## config.mk

```make
export PLATFORM = sky130hd
export DESIGN_NAME = bcd2_adder_disp
export DESIGN_NICKNAME = d
export VERILOG_FILES = /design/src/rtl/bcd_adder_pkg.sv /design/src/rtl/bcd_digit_add.sv /design/src/rtl/seg7_enc.sv /design/src/rtl/bcd2_adder_disp.sv
export SDC_FILE = /design/constraint.sdc
export NUM_CORES = 1
export LEC_CHECK = 0
export ABC_CLOCK_PERIOD_IN_PS = 2300
export BUFFER_PORTS_ARGS = -buffer_cell sky130_fd_sc_hd__buf_2
export CORE_MARGIN = 10
export CORE_UTILIZATION = 30
export CTS_CLUSTER_SIZE = 20
export DETAILED_ROUTE_END_ITERATION = 8
export GPL_TIMING_DRIVEN = 0
export PLACE_DENSITY = 0.54
export SYNTH_ARGS = -nofsm -noshare
export SYNTH_HDL_FRONTEND = slang
export SYNTH_SLANG_ARGS = --single-unit
```

## constraint.sdc

```tcl
create_clock -name clk -period 2.3 [get_ports clk]
set_input_delay 0.46 -clock clk [delete_from_list [all_inputs] [get_ports clk]]
set_output_delay 0.46 -clock clk [all_outputs]
set_load 0.005 [all_outputs]
```

## src/rtl/bcd_adder_pkg.sv

```systemverilog
package bcd_adder_pkg;
    localparam int unsigned DIG_W = 4;
    localparam int unsigned SEG_W = 7;
    localparam logic [6:0]  SEG_BLANK = 7'h7F;

    typedef logic [DIG_W-1:0] digit_t;
    typedef logic [SEG_W-1:0] seg_t;
endpackage

```

## src/rtl/bcd_digit_add.sv

```systemverilog
module bcd_digit_add
    import bcd_adder_pkg::*;
(
    input  digit_t x_i,
    input  digit_t y_i,
    input  logic   c_i,
    output digit_t s_o,
    output logic   c_o
);
    localparam int unsigned TW = DIG_W + 1;

    logic [TW-1:0] raw;
    logic [TW-1:0] fixed;
    logic          over;

    always_comb begin
        raw   = {1'b0, x_i} + {1'b0, y_i} + {{DIG_W{1'b0}}, c_i};
        over  = raw > TW'(9);
        fixed = over ? raw - TW'(10) : raw;
        s_o   = fixed[DIG_W-1:0];
        c_o   = over;
    end
endmodule

```

## src/rtl/seg7_enc.sv

```systemverilog
module seg7_enc
    import bcd_adder_pkg::*;
(
    input  digit_t dig_i,
    output seg_t   seg_o
);
    // active-low, bit order {g,f,e,d,c,b,a}
    always_comb begin
        case (dig_i)
            4'd0:    seg_o = ~7'h3F;
            4'd1:    seg_o = ~7'h06;
            4'd2:    seg_o = ~7'h5B;
            4'd3:    seg_o = ~7'h4F;
            4'd4:    seg_o = ~7'h66;
            4'd5:    seg_o = ~7'h6D;
            4'd6:    seg_o = ~7'h7D;
            4'd7:    seg_o = ~7'h07;
            4'd8:    seg_o = ~7'h7F;
            4'd9:    seg_o = ~7'h6F;
            default: seg_o = SEG_BLANK;
        endcase
    end
endmodule

```

## src/rtl/bcd2_adder_disp.sv

```systemverilog
module bcd2_adder_disp
    import bcd_adder_pkg::*;
#(
    parameter int unsigned NDIG = 2
) (
    input  logic                         clk,
    input  logic                         rst_n,
    input  logic [NDIG*DIG_W-1:0]        a_i,
    input  logic [NDIG*DIG_W-1:0]        b_i,
    input  logic                         cin_i,
    output logic [(NDIG+1)*DIG_W-1:0]    sum_o,
    output logic                         err_o,
    output logic [NDIG*SEG_W-1:0]        seg_a_o,
    output logic [NDIG*SEG_W-1:0]        seg_b_o,
    output logic [(NDIG+1)*SEG_W-1:0]    seg_s_o
);
    localparam int unsigned OPW   = NDIG * DIG_W;
    localparam int unsigned SUMW  = (NDIG + 1) * DIG_W;
    localparam int unsigned SOPW  = NDIG * SEG_W;
    localparam int unsigned SSUMW = (NDIG + 1) * SEG_W;

    typedef struct packed {
        logic [SUMW-1:0]  sum;
        logic             err;
        logic [SOPW-1:0]  seg_a;
        logic [SOPW-1:0]  seg_b;
        logic [SSUMW-1:0] seg_s;
    } out_t;

    logic [NDIG:0]    carry;
    logic [SUMW-1:0]  sum_w;
    logic [SOPW-1:0]  seg_a_w;
    logic [SOPW-1:0]  seg_b_w;
    logic [SSUMW-1:0] seg_s_w;

    out_t out_d;
    out_t out_q;

    assign carry[0] = cin_i;

    // rippled per-digit compare-and-correct chain
    for (genvar g = 0; g < NDIG; g++) begin : g_digit
        bcd_digit_add u_add (
            .x_i (a_i[g*DIG_W +: DIG_W]),
            .y_i (b_i[g*DIG_W +: DIG_W]),
            .c_i (carry[g]),
            .s_o (sum_w[g*DIG_W +: DIG_W]),
            .c_o (carry[g+1])
        );
        seg7_enc u_seg_a (
            .dig_i (a_i[g*DIG_W +: DIG_W]),
            .seg_o (seg_a_w[g*SEG_W +: SEG_W])
        );
        seg7_enc u_seg_b (
            .dig_i (b_i[g*DIG_W +: DIG_W]),
            .seg_o (seg_b_w[g*SEG_W +: SEG_W])
        );
    end

    // top digit is the final carry only
    assign sum_w[SUMW-1 -: DIG_W] = {{(DIG_W-1){1'b0}}, carry[NDIG]};

    for (genvar g = 0; g <= NDIG; g++) begin : g_sum_seg
        seg7_enc u_seg_s (
            .dig_i (sum_w[g*DIG_W +: DIG_W]),
            .seg_o (seg_s_w[g*SEG_W +: SEG_W])
        );
    end

    always_comb begin
        out_d       = out_q;
        out_d.sum   = sum_w;
        out_d.seg_a = seg_a_w;
        out_d.seg_b = seg_b_w;
        out_d.seg_s = seg_s_w;
        out_d.err   = 1'b0;
        for (int i = 0; i < int'(NDIG); i++) begin
            if (a_i[i*DIG_W +: DIG_W] > digit_t'(9)) out_d.err = 1'b1;
            if (b_i[i*DIG_W +: DIG_W] > digit_t'(9)) out_d.err = 1'b1;
        end
    end

    always_ff @(posedge clk or negedge rst_n) begin
        if (!rst_n) begin
            out_q.sum   <= '0;
            out_q.err   <= 1'b0;
            out_q.seg_a <= {NDIG{SEG_BLANK}};
            out_q.seg_b <= {NDIG{SEG_BLANK}};
            out_q.seg_s <= {(NDIG+1){SEG_BLANK}};
        end else begin
            out_q <= out_d;
        end
    end

    assign sum_o   = out_q.sum;
    assign err_o   = out_q.err;
    assign seg_a_o = out_q.seg_a;
    assign seg_b_o = out_q.seg_b;
    assign seg_s_o = out_q.seg_s;

    logic unused_w;
    assign unused_w = ^{OPW[0]};
endmodule

```

# After elaboration in Yosys (flattened, before gate mapping)
# Memories as Yosys holds them, arrays and structs flattened. A register that Yosys moved wholly into a read port is not among the register bits.
# Index checks and enable logic that the tools add are counted.
# totals
reg_bits	10
rom_bits	784
n_memories	7
# memory_table
memory	words	width	read_ports	rd_clocked_by_memory_dff	write_ports	line_no	source
(no name shown)	16	7	1	1	0	seg7_enc.sv:9	case (dig_i)
(no name shown)	16	7	1	1	0	seg7_enc.sv:9	
(no name shown)	16	7	1	1	0	seg7_enc.sv:9	
(no name shown)	16	7	1	1	0	seg7_enc.sv:9	
(no name shown)	16	7	1	1	0	seg7_enc.sv:9	
(no name shown)	16	7	1	1	0	seg7_enc.sv:9	
1 more memories	n/a	n/a	n/a	n/a	n/a	n/a	
# op_classes
add_sub_neg	6
n_lt_le_gt_ge	6
mux	6
n_reduce_logical	7
# op_table
operator	count
$gt 4x4->1 const B	4
$add 4x4->5	2
$add 5x1->5	2
$gt 5x4->1 const B	2
$mux 4	2
$sub 4x4->4 const B	2
$logic_not 1->1	7
$mux 1	4

# Longest topological paths before layout
# logic_depth
word_depth	6
mapped_depth	19

# Cells and area by module
# A second synthesis with hierarchy kept.
# unflattened
hier_cells	341
hier_area_um2	3474.6
# by_module_without_submodules
module	instances	cells_per_inst	area_per_inst_um2
bcd2_adder_disp	1	68	1590.3
seg7_enc at g_digit[0].u_seg_b ...	6	33	210.2
bcd_digit_add	2	22	211.5
seg7_enc at g_digit[0].u_seg_a	1	31	200.2

# Worst setup path after synthesis
# Ideal clock, no wire load.
# synth_path
path_kind	input port to flip-flop
startpoint	in a_i[0]
endpoint	reg seg_s_o[12] (netlist name)
setup_ns	0.073
arrival_time_ns	4.584
t_required_ns	2.227
setup_slack_ns	-2.357
cell_stages	17
path_buffers	0
path_cell_list	fa_1 -> fa_1 -> a21o_1 -> a21oi_1 -> o21ai_0 -> fa_1 -> inv_1 -> fa_1 -> ha_1 -> a32o_2 -> o311ai_4 -> xnor2_2 -> inv_1 -> ha_1 -> inv_1 -> mux2i_1 -> a21oi_1
# synth_via
elab_chain_cells	6
elab_cells_between_ends	7
classes_between	add/sub: 4; order compare: 2; mux: 1
# synth_rtl
element	line_no	source
start: declaration	bcd2_adder_disp.sv:8	input logic [NDIG*DIG_W-1:0] a_i,
$add 4x4->5	bcd_digit_add.sv:17	raw = {1'b0, x_i} + {1'b0, y_i} + {{DIG_W{1'b0}}, c_i};
$add 5x1->5	bcd_digit_add.sv:17	
$gt 5x4->1	bcd_digit_add.sv:18	over = raw > TW'(9);
$add 5x1->5	bcd_digit_add.sv:17	
$gt 5x4->1	bcd_digit_add.sv:18	
via g_digit[1].u_add.c_o	bcd_digit_add.sv:8	output logic c_o
$mux 4	bcd_digit_add.sv:19	fixed = over ? raw - TW'(10) : raw;
via g_digit[1].u_add.fixed[1]	bcd_digit_add.sv:13	logic [TW-1:0] fixed;
# The timed path passes the listed nets, and every way through them passes these cells.

# Worst setup path in the final report
# layout_path
startpoint	in cin_i
endpoint	reg seg_s_o[10] (netlist name)
# layout_via
elab_chain_cells	5
elab_cells_between_ends	6
classes_between	add/sub: 3; order compare: 2; mux: 1
# layout_rtl
element	line_no	source
start: declaration	bcd2_adder_disp.sv:10	input logic cin_i,
$add 5x1->5	bcd_digit_add.sv:17	
$gt 5x4->1	bcd_digit_add.sv:18	
$add 5x1->5	bcd_digit_add.sv:17	
$gt 5x4->1	bcd_digit_add.sv:18	
via g_digit[1].u_add.c_o	bcd_digit_add.sv:8	
$mux 4	bcd_digit_add.sv:19	
# The timed path passes the listed nets, and every way through them passes these cells.

==> results by stage <==
Power and ir drop:
- VDD sags by at most roughly 0.37 mV.
- The power consumption is between 3 and 4 mW.
- The power density of the placed cells is between 800 and 900 nW/µm².
- The leakage power of the design is 2.05 nW.

STA:
- The post-route minimum period is a little over 4000 ps.
- The max-slew headroom at the worst pin is between 20 and 25%.
- After layout, the worst setup slack is -1840 ps.
- The transition at the pin with the smallest max-transition slack is roughly 1200 ps.
- Derived from the worst setup path, the maximum achievable clock frequency is roughly 0.24 GHz.
- The final worst-path cycle share is 180%.
- The number of max-slew violations in the final report was 0.
- The count of final setup violators is 22.
- The final hold violation count came to 0.
- Setup repair after global routing could not meet its margin everywhere.

Global routing:
- Entering global routing, the biggest net connects between 50 and 60 pins.
- The via count of the first global-routing pass is approximately 2500.
- The number of antenna violations at the first check in global routing is 0.
- The wire length of the first global-routing pass is 12100 µm.
- Global routing used under 10% of the available tracks.
- After global routing the overflow that remains totals 0.

Yosys:
- A synthesized cell averages about 10 µm².
- The total number of yosys warnings is 0.
- In this run, synthesis produced a sequential element count of between 50 and 60.
- The unique cell type count in the Yosys netlist is 44.
- The synthesized design contains 0 enable-type register cells.
- In the synthesized netlist the async set-or-reset flop fraction comes to 100%.
- The sequential-to-total area share from yosys stat is a little over two fifths.
- The post-synthesis cell area is 3220 µm².
- The number of cells produced by synthesis is 314.
- Sorting the synthesized cells by area gives the leading types as dfstp_2 36%, ha_1 15%, dfrtp_1 7.8%.
- The top cell type by area accounts for between 30% and 40% of the synthesized area.
- The biggest area consumer among synthesized cells is dfstp_2.
- In the synthesized netlist the dominant register cell turns out to be dfstp_2.

Drt:
- The via-per-instance ratio is approximately 4.5.
- The number of DRC violations after detailed routing is 0.
- The total wire length after detailed routing is around 7500 µm.
- The first detailed-routing pass took 4 iterations.
- The final routed wire length divided by cell count is 13.4 µm.
- In this run the remaining antenna-violating nets after routing total 0.
- Summing over every cut layer, the via total after detailed routing is between 2000 and 3000.
- In this run, the number of DRC markers left after iteration 0 of detailed routing was ~120.

CTS:
- After clock tree synthesis, the clock-pin slew on the worst setup and hold paths is around 90 ps.
- The longest clock path from root to sink contains 2 buffers.
- Clock tree synthesis selected as its root buffer the cell clkbuf_8.
- TritonCTS built the clock tree.
- The number of H-tree branching levels is 2.
- In this run, CTS created clock tree buffers numbering 5.
- Clock tree synthesis found a total of 54 sinks.

Worst setup path:
- Walking the worst path, the cells encountered are buf_6 -> fa_2 -> fa_2 -> a21o_1 -> a21oi_4 -> o21ai_4 -> fa_2 -> inv_2 -> fa_2 -> ha_4 -> a32o_2 -> o311ai_4 -> buf_12 -> mux2_4 -> or2_1 -> a2bb2oi_1.
- The capturing element type of the critical path is a flip-flop.
- The type of element launching the critical path is a primary input.
- Following the worst setup path forward leads to its endpoint at seg_s_o[10].
- The most repeated library cell on the critical path is fa_2.
- At the worst endpoint, the arrival time is approximately 4400 ps.
- In this run the worst path has a maximum fanout of 4.
- The kind of critical path is primary input to flip-flop.
- The data required time of the critical path is about 2500 ps.
- The source of the critical timing path is cin_i.
- The highest-delay cell along the critical path is fa_2.
- The maximum single-stage delay on the critical path is around 480 ps.

Place:
- The total instance count after detailed placement is 529.
- The area after detailed placement is 3890 µm².
- Once detailed placement completed, the half-perimeter wirelength came to between 5000 and 6000 µm.
- Buffers placed on the I/O ports in this run total 76.
- Routability-driven placement finished with a final weighted congestion of around 0.79.

Floorplan:
- The row count is 37.
- In this run the vertical extent of the chip is about 120 µm.
- The boundary pin count is 81.
- The die covers about 15000 µm².
- The floorplan step defined a core boundary enclosing about 10000 µm².
- For this configuration, the core starts out at a cell density of a little under a third.
- The die is 124 µm wide.

Layout:
- In the final design database the tool counted 490 nets.
- Cells fill 41.9% of the core in the end.
- Leaving out fill and tap cells, the most frequent cells in the layout are 73 x buf_2, 44 x dfstp_2, 33 x ha_1.
- In the final layout, flip-flops and latches occupy 1410 µm².
- The most common library cell in the layout ignoring fill and taps is buf_2.
- The footprint of the multi-input gates is between 1500 and 2000 µm².
- The number of antenna diodes in the final layout is 0.
- Summing all non-filler instances in the final layout gives an area of 4360 µm².
- The count of fill cells added during filler insertion is between 900 and 1000.
- Cells with a size suffix above 1 make up between 40% and 50% of the layout.
- The finished layout holds 565 standard cells, fillers aside.
- The signed area change from the synthesized netlist to the final layout is 35.5%.

Run status:
- The checks that failed: setup timing.
- The run finished, with violations left.

Job:
- The count of max-cap constraint violations is 0.

Worst hold path:
- The path class of the lowest-slack min-delay path is primary input to async pin.
## area by class of cell
| class | count | area share, % |
|---|---|---|
| buffer | 15 | 2.47 |
| tap | 136 | 3.90 |
| clock buffer | 7 | 1.98 |
| clock inverter | 1 | 0.115 |
| multi-input combinational | 219 | 41.5 |
| inverter | 29 | 2.55 |
| sequential | 54 | 32.2 |
| timing repair buffer | 104 | 15.2 |
## cells in the mapped netlist (4+ instances only)
cell type  number
a21o_1          5
a21oi_1        27
a31oi_1        13
buf_4           8
clkbuf_1        5
dfrtp_1        10
dfstp_2        44
fa_1            4
ha_1           39
inv_1          27
mux2i_1         8
nand2_1        20
nor2_1         32
o211ai_1        5
o21ai_0        14
or2_2           4
xnor2_1         4
## cell families (layout without fill, tap and decap cells)
kind of cell | count (synthesis) | in the layout | synth area share, %
AND/OR/NAND/NOR | 74 | 74 | 10.2
AO/OA/AOI/OAI | 78 | 78 | 15.5
XOR/XNOR | 9 | 9 | 2.91
multiplexers | 10 | 10 | 3.38
buffers and inverters | 44 | 156 | 6.52
other | 2 | 5 | 0.233
flip-flops | 54 | 54 | 43.7
adder cells (fa/ha/maj) | 43 | 43 | 17.6
## worst min path at each step
| stage | start | end | slack (ps) | cells after the start |
|---|---|---|---|---|
| after floorplan | rst_n | err_o | 160 | 0 |
| after global placement | b_i[7] | seg_b_o[9] | 740 | 2 |
| after detailed placement | b_i[7] | seg_b_o[9] | 730 | 2 |
| after CTS | b_i[3] | seg_b_o[2] | 400 | 2 |
| after global routing | b_i[3] | seg_b_o[2] | 420 | 2 |
| final | rst_n | sum_o[7] | 390 | 1 |
## repair_timing
action | in CTS | in global routing
gates resized for setup | 27 | 6
hold buffers | 0 | 0
setup buffers | 20 | 8
pin swaps | 13 | 6
endpoints found under the setup margin | 22 | 23
## routing by layer
layer  vias up  share of wire, %  track usage (%)
li1       1281                 -                -
met1      1223                38             10.1
met2        56                54             18.7
met3         5               7.1             3.17
met4         0              0.70             1.97
met5         -                 0                0
## sequential cells by signal, indices dropped and copies added (netlist names)
register / count
seg_b_o: 14
err_o: 1
seg_a_o: 14
sum_o: 9
seg_s_o: 16
## where the power goes
part	switching (mW)	leakage, nW	total [mW]	internal, mW
clock	0.305	0.0482	0.549	0.244
combinational	0.879	1.42	1.82	0.943
sequential	0.0461	0.579	1.33	1.29
## critical path: cells and delay by family
kind,cells,cell delay (ps)
buffers and inverters,3,330
multiplexers,1,330
AND/OR/NAND/NOR,1,240
adder cells (fa/ha/maj),5,1910
AO/OA/AOI/OAI,6,1110
## stage by stage
step                      setup TNS, ps  hold WS, ps  setup WS [ps]
after floorplan                  -24120          164          -1950
after global placement           -32190          737          -2370
after detailed placement         -32790          731          -2420
after CTS                        -23350          405          -1870
after global routing             -25710          415          -1970
final                            -23590          394          -1840
(Power assumes the default switching activity.)
